### config.mk
export PLATFORM = sky130hd
export DESIGN_NAME = dbg_cmd_engine
export DESIGN_NICKNAME = d
export VERILOG_FILES = /design/src/rtl/dce_pkg.sv /design/src/rtl/dce_xbuf.sv /design/src/rtl/dce_check_cmd.sv /design/src/rtl/dce_state.sv /design/src/rtl/dbg_cmd_engine.sv
export SDC_FILE = /design/constraint.sdc
export NUM_CORES = 1
export LEC_CHECK = 0
export BUFFER_PORTS_ARGS = -buffer_cell sky130_fd_sc_hd__buf_2
export CORE_MARGIN = 1
export CORE_UTILIZATION = 63
export DETAILED_ROUTE_END_ITERATION = 8
export GPL_ROUTABILITY_DRIVEN = 0
export HOLD_SLACK_MARGIN = 0.12
export PLACE_DENSITY = 0.94
export SLEW_MARGIN = 20
export SYNTH_ARGS = -nofsm -noshare
export SYNTH_HDL_FRONTEND = slang
export SYNTH_SLANG_ARGS = --single-unit
### constraint.sdc
create_clock -name clk -period 15.8 [get_ports clk]
set_input_delay 2.37 -clock clk [delete_from_list [all_inputs] [get_ports clk]]
set_output_delay 2.37 -clock clk [all_outputs]
set_load 0.02 [all_outputs]
### src/rtl/dce_pkg.sv
// Shared definitions for the debug abstract command engine: error codes,
// bus map, command and status field positions, instruction builders.
package dce_pkg;

    typedef enum logic [2:0] {
        ERR_NONE   = 3'd0,
        ERR_BUSY   = 3'd1,
        ERR_NOTSUP = 3'd2,
        ERR_EXC    = 3'd3,
        ERR_HALT   = 3'd4,
        ERR_OTHER  = 3'd7
    } err_e;

    localparam int ADDR_CS  = 'h10;
    localparam int ADDR_CMD = 'h11;

    localparam logic [15:0] GPR_FIRST = 16'h1000;
    localparam logic [15:0] GPR_LAST  = 16'h101F;
    localparam logic [11:0] XCHG_OFS  = 12'h400;
    localparam logic [31:0] INSN_BRK  = 32'h0010_0073;

    // I-type load into rd from XCHG_OFS(x0)
    function automatic logic [31:0] mk_load(input logic [2:0] f3, input logic [4:0] rd);
        return {XCHG_OFS, 5'd0, f3, rd, 7'b0000011};
    endfunction

    // S-type store of rs2 to XCHG_OFS(x0)
    function automatic logic [31:0] mk_store(input logic [2:0] f3, input logic [4:0] rs2);
        return {XCHG_OFS[11:5], rs2, 5'd0, f3, XCHG_OFS[4:0], 7'b0100011};
    endfunction

endpackage

### src/rtl/dce_xbuf.sv
// Exchange buffer: NWORDS 32-bit words, written from the debug bus or the
// hart port. Assumes at most one write per port per cycle; on a same-word
// collision the bus write wins.
module dce_xbuf #(
    parameter int NWORDS = 8,
    parameter int IDX_W  = $clog2(NWORDS)
) (
    input  logic             clk,
    input  logic             rst_n,
    input  logic             bus_we,
    input  logic [IDX_W-1:0] bus_idx,
    input  logic [31:0]      bus_wdata,
    output logic [31:0]      bus_rdata,
    input  logic             hx_we,
    input  logic [IDX_W-1:0] hx_idx,
    input  logic [31:0]      hx_wdata,
    output logic [31:0]      hx_rdata
);
    logic [31:0] words [NWORDS];

    for (genvar i = 0; i < NWORDS; i++) begin : g_word
        // Word i: reset to zero, bus write first, else hart write
        always_ff @(posedge clk) begin
            if (!rst_n)
                words[i] <= '0;
            else if (bus_we && bus_idx == IDX_W'(i))
                words[i] <= bus_wdata;
            else if (hx_we && hx_idx == IDX_W'(i))
                words[i] <= hx_wdata;
        end
    end

    assign bus_rdata = words[bus_idx];
    assign hx_rdata  = words[hx_idx];
endmodule

### src/rtl/dce_check_cmd.sv
// Command checker: applies the ordered checks to a command word and either
// names an error code or yields the first program instruction.
// Purely combinational; assumes err_q/busy_q are the current registered state.
module dce_check_cmd
    import dce_pkg::*;
(
    input  logic [31:0] cmd,
    input  err_e        err_q,
    input  logic        busy_q,
    input  logic        halted_sel,
    output logic        set_err,
    output err_e        err_code,
    output logic        issue,
    output logic [31:0] insn0
);
    logic [7:0]  kind;
    logic [2:0]  size;
    logic        wr_flag;
    logic [15:0] regno;
    logic [2:0]  f3;
    logic        unused_cmd;

    assign kind       = cmd[31:24];
    assign size       = cmd[22:20];
    assign wr_flag    = cmd[16];
    assign regno      = cmd[15:0];
    assign unused_cmd = ^{cmd[23], cmd[19:17]};

    // Ordered check chain: sticky, busy, type, range, halted, size
    always_comb begin
        set_err  = 1'b0;
        err_code = ERR_NONE;
        issue    = 1'b0;
        if (err_q != ERR_NONE) begin
            set_err = 1'b0;
        end else if (busy_q) begin
            set_err = 1'b1; err_code = ERR_BUSY;
        end else if (kind != 8'd0) begin
            set_err = 1'b1; err_code = ERR_NOTSUP;
        end else if (regno < GPR_FIRST || regno > GPR_LAST) begin
            set_err = 1'b1; err_code = ERR_NOTSUP;
        end else if (!halted_sel) begin
            set_err = 1'b1; err_code = ERR_HALT;
        end else if (size != 3'd2 && size != 3'd3) begin
            set_err = 1'b1; err_code = ERR_NOTSUP;
        end else begin
            issue = 1'b1;
        end
    end

    // Width-selected transfer instruction
    always_comb begin
        f3    = {2'b01, size[0]};
        insn0 = wr_flag ? mk_load(f3, regno[4:0]) : mk_store(f3, regno[4:0]);
    end
endmodule

### src/rtl/dce_state.sv
// Engine state: error code, busy, auto-execute bits and the issued program.
// Assumes command and status writes never coincide (single bus address).
module dce_state
    import dce_pkg::*;
(
    input  logic        clk,
    input  logic        rst_n,
    input  logic        cs_wr,
    input  logic [2:0]  cs_err_wr,
    input  logic [7:0]  cs_ae_wr,
    input  logic        cmd_wr,
    input  logic        set_err,
    input  err_e        err_code,
    input  logic        issue,
    input  logic [31:0] insn0,
    input  logic        done,
    input  logic        exc,
    output err_e        err_q,
    output logic        busy_q,
    output logic [7:0]  ae_q,
    output logic        go_q,
    output logic [31:0] insn0_q,
    output logic [31:0] insn1_q
);
    // Error code: exception first, then status clear, then command result
    always_ff @(posedge clk) begin
        if (!rst_n)
            err_q <= ERR_NONE;
        else if (exc && err_q == ERR_NONE)
            err_q <= ERR_EXC;
        else if (cs_wr && cs_err_wr == 3'd0)
            err_q <= ERR_NONE;
        else if (cmd_wr && set_err)
            err_q <= err_code;
    end

    // Busy: set on issue, cleared on done
    always_ff @(posedge clk) begin
        if (!rst_n)
            busy_q <= 1'b0;
        else if (cmd_wr && issue)
            busy_q <= 1'b1;
        else if (done)
            busy_q <= 1'b0;
    end

    // Auto-execute bits follow every status write
    always_ff @(posedge clk) begin
        if (!rst_n)
            ae_q <= '0;
        else if (cs_wr)
            ae_q <= cs_ae_wr;
    end

    // Program registers and one-cycle start pulse
    always_ff @(posedge clk) begin
        if (!rst_n) begin
            go_q    <= 1'b0;
            insn0_q <= '0;
            insn1_q <= '0;
        end else begin
            go_q <= cmd_wr && issue;
            if (cmd_wr && issue) begin
                insn0_q <= insn0;
                insn1_q <= INSN_BRK;
            end
        end
    end
endmodule

### src/rtl/dbg_cmd_engine.sv
// Top of the debug abstract command engine: bus decode, read mux, and
// wiring of the checker, state and exchange buffer. Assumes one bus access
// per cycle and combinational read data.
module dbg_cmd_engine
    import dce_pkg::*;
#(
    parameter int ADDR_W = 7,
    parameter int NWORDS = 8,
    parameter int NHART  = 4,
    parameter int IDX_W  = $clog2(NWORDS),
    parameter int SEL_W  = $clog2(NHART)
) (
    input  logic              clk,
    input  logic              rst_n,
    input  logic [ADDR_W-1:0] bus_addr,
    input  logic              bus_wr,
    input  logic              bus_rd,
    input  logic [31:0]       bus_wdata,
    output logic [31:0]       bus_rdata,
    input  logic [NHART-1:0]  hart_halted,
    input  logic [SEL_W-1:0]  hart_sel,
    output logic              prog_go,
    output logic [31:0]       prog_insn0,
    output logic [31:0]       prog_insn1,
    input  logic              prog_done,
    input  logic              prog_exc,
    input  logic              xb_we,
    input  logic [IDX_W-1:0]  xb_idx,
    input  logic [31:0]       xb_wdata,
    output logic [31:0]       xb_rdata
);
    localparam logic [3:0] COUNT = 4'(NWORDS);

    logic        is_data, cs_wr, cmd_wr, data_wr;
    logic        set_err, issue, busy_q;
    err_e        err_code, err_q;
    logic [31:0] insn0, data_rd, cs_word;
    logic [7:0]  ae_q;
    logic [31:0] rd_mux;
    logic        unused_wdata;

    assign is_data      = bus_addr < ADDR_W'(NWORDS);
    assign data_wr      = bus_wr && is_data;
    assign cs_wr        = bus_wr && bus_addr == ADDR_W'(ADDR_CS);
    assign cmd_wr       = bus_wr && bus_addr == ADDR_W'(ADDR_CMD);
    assign unused_wdata = ^{bus_wdata[31:24], bus_wdata[15:11]};

    dce_check_cmd u_check (
        .cmd        (bus_wdata),
        .err_q      (err_q),
        .busy_q     (busy_q),
        .halted_sel (hart_halted[hart_sel]),
        .set_err    (set_err),
        .err_code   (err_code),
        .issue      (issue),
        .insn0      (insn0)
    );

    dce_state u_state (
        .clk       (clk),
        .rst_n     (rst_n),
        .cs_wr     (cs_wr),
        .cs_err_wr (bus_wdata[10:8]),
        .cs_ae_wr  (bus_wdata[23:16]),
        .cmd_wr    (cmd_wr),
        .set_err   (set_err),
        .err_code  (err_code),
        .issue     (issue),
        .insn0     (insn0),
        .done      (prog_done),
        .exc       (prog_exc),
        .err_q     (err_q),
        .busy_q    (busy_q),
        .ae_q      (ae_q),
        .go_q      (prog_go),
        .insn0_q   (prog_insn0),
        .insn1_q   (prog_insn1)
    );

    dce_xbuf #(.NWORDS(NWORDS), .IDX_W(IDX_W)) u_xbuf (
        .clk       (clk),
        .rst_n     (rst_n),
        .bus_we    (data_wr),
        .bus_idx   (bus_addr[IDX_W-1:0]),
        .bus_wdata (bus_wdata),
        .bus_rdata (data_rd),
        .hx_we     (xb_we),
        .hx_idx    (xb_idx),
        .hx_wdata  (xb_wdata),
        .hx_rdata  (xb_rdata)
    );

    assign cs_word = {8'd0, ae_q, 3'd0, busy_q, 1'b0, err_q, 4'd0, COUNT};

    // Read mux: data words, status word; command and holes read 0
    always_comb begin
        rd_mux = '0;
        if (is_data)
            rd_mux = data_rd;
        else if (bus_addr == ADDR_W'(ADDR_CS))
            rd_mux = cs_word;
        bus_rdata = bus_rd ? rd_mux : 32'd0;
    end
endmodule

-- Word level (Yosys, flattened, before mapping)
Memories as Yosys holds them, arrays and structs flattened.
Index checks and enable logic that the tools add are counted.
- magnitude comparators: 4
- equal/unequal tests: 18
- multiplexer cells: 102
- bitwise operators: 17
- reduce and logical (&&, ||, !) cells: 34
- operators by type and width (kind ; number):
    2-to-1 mux 32 bit ; 18
    2-to-1 mux 1 bit ; 72
    2-to-1 mux 25 bit ; 1
    == test 3 bit (second input constant) ; 8
    logical AND 1 bit ; 24
    2-to-1 mux 24 bit ; 1
    > comparator 16 x 13 -> 1 bit (second input constant) ; 1
    < comparator 16 x 13 -> 1 bit (second input constant) ; 1
    OR 1 bit ; 16
    2-to-1 mux 3 bit ; 5
    == test 7 x 5 -> 1 bit (second input constant) ; 2
    == test 3 x 2 -> 1 bit (second input constant) ; 4
    logical NOT 3 bit ; 4
    2-to-1 mux 2 bit ; 4
    nonzero test 8 bit ; 1
    < comparator 7 x 4 -> 1 bit (second input constant) ; 1
    == test 3 x 1 -> 1 bit (second input constant) ; 2
    != test 3 x 2 -> 1 bit (second input constant) ; 2
    nonzero test 3 bit ; 2
    < comparator 2 x 3 -> 1 bit (second input constant) ; 1
    OR reduction 3 bit ; 1
    binary-select mux 1 bit (select 2 bit) ; 1
    nonzero test 2 bit ; 1
    logical OR 1 bit ; 1
    NOT 1 bit ; 1
- flip-flop bits (word level): 46
- bits in writable memories: 256
- bits of input ports: 87
- output and inout bits: 129
- word-level logic and storage cells: 183
- memories kept: 1
- memories (name ; words ; bits a word ; read ports ; clocked after Yosys merged registers in ; write ports ; RTL line ; text):
    u_xbuf.words ; 8 ; 32 ; 2 ; 0 ; 8 ; dce_xbuf.sv:19 ; logic [31:0] words [NWORDS];

-- Depth between registers and ports, before layout
Gate-level depths: netlist of run 1.
- word-level depth: 12
- gate-level depth with buffers: 8
- mapped depth without buffers: 5

-- Hierarchy
Synthesis of run 1 repeated with hierarchy kept, for this count alone.
- cells, all modules: 1510
- area, all modules: 17683.2 µm²
- modules (own cells, without submodules) (module ; times used ; cells an instance ; area each (µm²) ; sequential area each (µm²)):
    dce_xbuf ; 1 ; 1184 ; 14969.4 ; 7687.4
    dce_state ; 1 ; 220 ; 1941.9 ; 920.9
    dce_check_cmd ; 1 ; 56 ; 391.6 ; 0.0
    dbg_cmd_engine ; 1 ; 50 ; 380.4 ; 0.0

-- Worst setup path after synthesis of run 1
Ideal clock, no wire load.
- path type: in2reg
- start point: input port xb_idx[1]
- end point: memory u_xbuf.words[0][0] (enable)
- library setup time: 533 ps
- data arrival time: 6810 ps
- required time: 15267 ps
- setup slack: 8457 ps
- stages: 4
- path buffers: 3
- cell sequence: clkbuf_1 > clkbuf_1 > clkbuf_1 > o311ai_0
- RTL lines (what ; RTL line ; text):
    from (decl) ; dbg_cmd_engine.sv:28 ; input logic [IDX_W-1:0] xb_idx,
    to (decl) ; dce_xbuf.sv:19 ;

-- Final worst setup path of run 1
- start point: input port bus_addr[0]
- end point: output port bus_rdata[21]
- cells in the longest elaborated chain, start to end: 4
- elaborated cells on any way between the ends: 6
- those cells by class: 1 x order compare; 1 x eq/ne; 3 x mux; 1 x memory
- RTL lines (what ; RTL line ; text):
    from (decl) ; dbg_cmd_engine.sv:15 ; input logic [ADDR_W-1:0] bus_addr,
    branches (longest 2 deep; another with < comparator 7 x 4 -> 1 bit) ; -- ;
    2-to-1 mux 32 bit * ; dbg_cmd_engine.sv:98 ; if (is_data)
    2-to-1 mux 32 bit * ; dbg_cmd_engine.sv:102 ; bus_rdata = bus_rd ? rd_mux : 32'd0;
    to (decl) ; dbg_cmd_engine.sv:19 ; output logic [31:0] bus_rdata,
Every way passes the cells marked *.

==> reports/results.txt, run 1 <==
Post-CTS Setup Inserts: 0
die area: 26500 um^2
chip width: 163 um
initial antenna violation count: 8
CP Data Required Time: 13430 ps
die height: 163 um
fillers: 1524
setup slack after layout: 8250 ps
Vias: 12400
placed cell count: 1525
type of the most critical hold path: reg -> reg
post-synthesis sequential area ratio: 50.4%
initial drt markers: 2279
Clock transition at path regs: 60 ps
final net count: 1314
Detailed Place HPWL: 30.4 mm
f_max: 0.132 GHz
Mapped Cells: 1162
Worst-Skew Late Latency: 560 ps
Arr. time, crit path: 5180 ps
Power, Total: 1.86 mW
flop2flop setup slack: 13300 ps
first-pass GRT wire length: 74.2 mm
post-synth cell types: 43
Static Leakage: 6.57 nW
Clock Skew: 8.46 ps
Hold Violations, Final: 0
core area: 25300 um^2
Syn Std Cell Area: 16300 um^2
CTS tree: yes
most frequent cells in the layout: 256 x a22o_1, 256 x edfxtp_1, 172 x buf_2
Clock Tree Root: clkbuf_16
internal power: 1.39 mW
port buffer count: 173
post-route insts no fill: 1583
Synth Register Bits: 282
Fin Setup TNS: 0 ps
Finished Cell Area: 18100 um^2
Worst Max-Slew Pin Slew: 1190 ps
WL final: 51.8 mm
drt via density: 7.83
DRT antenna net count: 0
Seq pwr share: 47.8%
MaxCap Viol Count: 0
crit share post-route: 47.8%
PostCTS Resize Cnt: 0
worst slack, placed: 8300 ps
fin crit period: 7550 ps
Yosys warning count: 0
layout cell share with drive strength beyond 1: 34.9%
Routed WL per cell: 32.7 um
clock tree buffer depth: 3
drt drc: 0
Placed Area: 17000 um^2
CP Launch Type: input pin
Sink Count: 282
pwr dens: 103 nW/um^2
Critical Path Fanout Max: 43
Starting Density: 64.5%
Max IR drop VDD: 0.0764 mV
Worst slew margin: 19.7%
Area Overhead vs Synth: 10.9%
switching pwr: 0.467 mW
Max Slew Vio Count: 0
outcome: finished clean
Synth Area per Inst: 14.0 um^2
vias in the first global route: 12300
CTS Hold Bufs: 0
Site Rows: 58
RSZ-0062 raised after global routing: false
Crit Path Class: in -> out
GRT Resource Usage Total: 38.8%
Clock power frac: 38.4%
Crit. End Element: output port
cts bufs inserted: 28
Finish-stage setup viols: 0
DRT Pass-1 Iters: 7
combinational share of power: 13.8%
io pins: 216
Net Sw Frac: 25.1%
gr ovfl total: 0
pin count of the biggest net entering global routing: 71
H-tree level count: 1
final cells by class:
cell class | instances | area, um^2 | share of cell area, %
Sequential cell | 282 | 8210 | 45.4
Multi-Input combinational cell | 699 | 7260 | 40.2
Timing Repair Buffer | 213 | 1180 | 6.54
Clock buffer | 39 | 783 | 4.34
Tap cell | 330 | 413 | 2.29
Clock inverter | 12 | 190 | 1.05
Antenna cell | 5 | 12.5 | 0.0693
Inverter | 3 | 11.3 | 0.0624
cells by family (layout without fill, tap and decap cells):
logic type             Yosys count  count (layout)  synth area share, %
AND/OR/NAND/NOR                159             159                 5.03
buffers and inverters          222             267                 6.81
other                            1              47               0.0230
flip-flops                     282             282                 50.4
AO/OA/AOI/OAI                  297             297                 15.3
multiplexers                   201             201                 22.5
worst paths after layout:
kind / to / cells past startpoint / startpoint
worst max-delay path: bus_rdata[21] / 8 / bus_addr[0]
worst max register to register: u_state.insn0_q[9] / 5 / u_state.err_q[2]
worst min-delay path: u_state.insn0_q[10] / 2 / u_state.insn0_q[10]
worst min register to register: u_state.insn0_q[10] / 2 / u_state.insn0_q[10]
synthesized netlist by cell type, drive strengths merged:
library cell	number	area share, %
or4	2	0.092
dfxtp	26	3.2
edfxtp	256	47
nor2b	5	0.19
o21ai	9	0.28
conb	1	0.023
a31oi	1	0.038
o31ai	1	0.046
nand3b	9	0.41
mux2	32	2.2
mux4	129	18
and2	9	0.35
nor3	10	0.31
inv	3	0.069
and3	3	0.12
or2	1	0.038
a21oi	19	0.58
buf	142	5.0
a22o	256	14
o311ai	1	0.054
nand3	11	0.34
nor4b	3	0.16
o21a	2	0.092
nand2b	9	0.35
nand4	1	0.038
and3b	2	0.11
nor2	48	1.2
clkbuf	77	1.8
mux2i	40	2.5
o211ai	2	0.092
nand2	33	0.76
a211oi	1	0.046
nor4	12	0.58
a211o	1	0.054
a22oi	1	0.046
o221ai	2	0.11
nor3b	1	0.046
o2111ai	1	0.054
metrics by stage:
step	utilization [%]	hold slack, ps
global placement	67.4	437
detailed placement	67.5	449
global route	71.5	470
floorplan	-	445
finish	71.5	457
CTS	71.3	462
sequential cells by signal, summed over array words and instances (netlist names):
name,count
u_state.ae_q,8
u_state.busy_q,1
u_state.err_q,3
u_xbuf.words,256
u_state.go_q,1
u_state.insn0_q,13
power by group through the flow:
stage / Combinational, mW / Clock (mW) / Sequential, mW
final: 0.257 / 0.714 / 0.889
after global routing: 0.265 / 0.738 / 0.891
after CTS: 0.249 / 0.709 / 0.885
after detailed placement: 0.247 / 0 / 0.900
after global placement: 0.240 / 0 / 0.892
after floorplan: 0.185 / 0 / 0.890
worst max-delay path, cell delays in order:
cell	delay [ps]
buf_4	480
buf_4	780
nor2_1	210
and3_1	550
nand2_1	180
o21ai_0	120
and2_1	250
buf_2	160
metal layers:
| layer | vias to the layer above | global-route usage, % | routed length [um] |
|---|---|---|---|
| li1 | 4769 | - | - |
| met1 | 5908 | 47.4 | 15900 |
| met2 | 1376 | 60.5 | 24100 |
| met3 | 341 | 13.0 | 8290 |
| met4 | 6 | 22.6 | 3500 |
| met5 | - | 0 | 41 |
No activity file was read; power rests on OpenSTA's default activity.
==> inputs of run 2 (changes only) <==
--- a/config.mk
+++ b/config.mk
@@ -7,11 +7,11 @@
 export LEC_CHECK = 0
 export BUFFER_PORTS_ARGS = -buffer_cell sky130_fd_sc_hd__buf_2
 export CORE_MARGIN = 1
-export CORE_UTILIZATION = 63
+export CORE_UTILIZATION = 59
 export DETAILED_ROUTE_END_ITERATION = 8
 export GPL_ROUTABILITY_DRIVEN = 0
 export HOLD_SLACK_MARGIN = 0.12
-export PLACE_DENSITY = 0.94
+export PLACE_DENSITY = 0.89
 export SLEW_MARGIN = 20
 export SYNTH_ARGS = -nofsm -noshare
 export SYNTH_HDL_FRONTEND = slang
==> constraint.sdc (replaced) <==
create_clock -name clk -period 7.1 [get_ports clk]
set_input_delay 1.065 -clock clk [delete_from_list [all_inputs] [get_ports clk]]
set_output_delay 1.065 -clock clk [all_outputs]
set_load 0.02 [all_outputs]
==> reports/results.txt, run 2 (synthesized netlist as in run 1, its figures left out) <==
internal power: 3.04 mW
Post-CTS Setup Inserts: 0
Site Rows: 60
hold_sp: u_state.insn0_q[20]
switching pwr: 1.04 mW
fin crit period: 4700 ps
vias in the first global route: 12200
initial antenna violation count: 7
Power, Total: 4.08 mW
Clock power frac: 37.8%
most frequent cells in the layout: 256 x a22o_1, 256 x edfxtp_1, 171 x buf_2
Max IR drop VDD: 0.175 mV
Hold Violations, Final: 0
cts bufs inserted: 28
max reg flops: 256
layout cell share with drive strength beyond 1: 35.1%
top flop regs: u_xbuf.words x256, u_state.insn0_q x13, u_state.ae_q x8
Finish-stage setup viols: 0
Arr. time, crit path: 3630 ps
family with the most delay on the worst path: buffers and inverters
Largest Register: u_xbuf.words
CTS tree: yes
most used cell, CP: buf_2
CTS Hold Bufs: 0
Net Sw Frac: 25.6%
Critical Path Fanout Max: 50
RSZ-0062 raised after global routing: false
Area Overhead vs Synth: 10.5%
first-pass GRT wire length: 74.0 mm
CP Launch Type: input pin
Crit. End Element: output port
Static Leakage: 6.52 nW
io pins: 216
H-tree level count: 1
Max Slew Vio Count: 0
port buffer count: 173
MaxCap Viol Count: 0
reg2reg start: u_state.err_q[2]
die height: 168 um
Worst Max-Slew Pin Slew: 1200 ps
DRT antenna net count: 0
R2R depth: 5
Starting Density: 60.3%
die area: 28300 um^2
combinational share of power: 13.8%
CP Cell Sequence: buf_2 -> buf_4 -> nor2b_1 -> and3_1 -> nand2_1 -> o21ai_0 -> and2_1 -> buf_2
Detailed Place HPWL: 30.3 mm
clock tree buffer depth: 3
Seq pwr share: 48.4%
CP Data Required Time: 6030 ps
CP max stage delay: 730 ps
Worst Setup SP: bus_addr[1]
final net count: 1310
Worst-Skew Late Latency: 560 ps
WP buf/inv: 3
Routed WL per cell: 31.7 um
Sink Count: 282
Clock transition at path regs: 60 ps
hold depth: 2
chip width: 168 um
f_max: 0.213 GHz
outcome: finished clean
type of the most critical hold path: reg -> reg
pin count of the biggest net entering global routing: 71
pwr dens: 227 nW/um^2
WL final: 50.5 mm
initial drt markers: 2254
Crit Path Class: in -> out
core area: 27000 um^2
slowest CP cell: buf_4
WP depth: 8
crit share post-route: 66.2%
Worst slew margin: 19.8%
gr ovfl total: 0
Fin Setup TNS: 0 ps
PostCTS Resize Cnt: 0
Vias: 12300
Clock Skew: 10.7 ps
Clock Tree Root: clkbuf_16
GRT Resource Usage Total: 35.6%
drt drc: 0
drt via density: 7.73
DRT Pass-1 Iters: 6
[run 2: cell count changes in the layout (fill, tap and decap cells not counted), sizes merged]
cell      previous run  this run
diode                5         7
clkinv               4        11
inv                  3         4
buf                213       209
bufinv               5         4
clkinvlp             3         5
clkbuf              39        31
[run 2: power by group through the flow]
stage | combinational [mW] | clock, mW | sequential (mW)
2_1_floorplan | 0.412 | 0 | 1.98
3_3_place_gp | 0.535 | 0 | 1.99
3_5_place_dp | 0.549 | 0 | 2.00
4_1_cts | 0.553 | 1.54 | 1.97
5_1_grt | 0.585 | 1.60 | 1.98
6_report | 0.565 | 1.54 | 1.97
[run 2: path summary, 6_finish.rpt]
kind / to / slack (ps)
setup / recovery: bus_rdata[21] / 2400
hold / removal: u_state.insn0_q[20] / 460
setup reg to reg: u_state.insn0_q[5] / 4770
hold reg to reg: u_state.insn0_q[20] / 460
[run 2: tightest hold or removal path: stages (launching register included)]
cell and delay [ps]:
dfxtp_1 310, nand2_1 50, a21oi_1 50
[run 2: routing by layer]
layer,track usage (%),up-vias,wire length (um)
met2,56.1,1370,23300
li1,-,4752,-
met5,0,-,87
met4,19.6,6,3050
met3,8.98,275,7810
met1,45.8,5912,16300
[run 2: cell type report]
type / instances / area, um^2
fill: 1802 / 9020
tap: 341 / 427
clock buffer: 31 / 733
clock inverter: 21 / 220
timing repair buffer: 209 / 1140
multi-input combinational: 699 / 7250
antenna: 7 / 17.5
sequential: 282 / 8210
inverter: 3 / 11.3
[run 2: per-stage QoR]
| stage | std cells | setup slack [ps] | hold slack (ps) | cell area [um^2] | utilization (%) |
|---|---|---|---|---|---|
| 2_1_floorplan | 1203 | 1060 | 445 | 16400 | - |
| 3_3_place_gp | 1534 | 2540 | 436 | 17000 | 63.0 |
| 3_5_place_dp | 1534 | 2420 | 441 | 17000 | 63.0 |
| 4_1_cts | 1586 | 2500 | 457 | 18000 | 66.5 |
| 5_1_grt | 1590 | 2320 | 476 | 18000 | 66.6 |
| 6_report | 1593 | 2400 | 459 | 18000 | 66.6 |
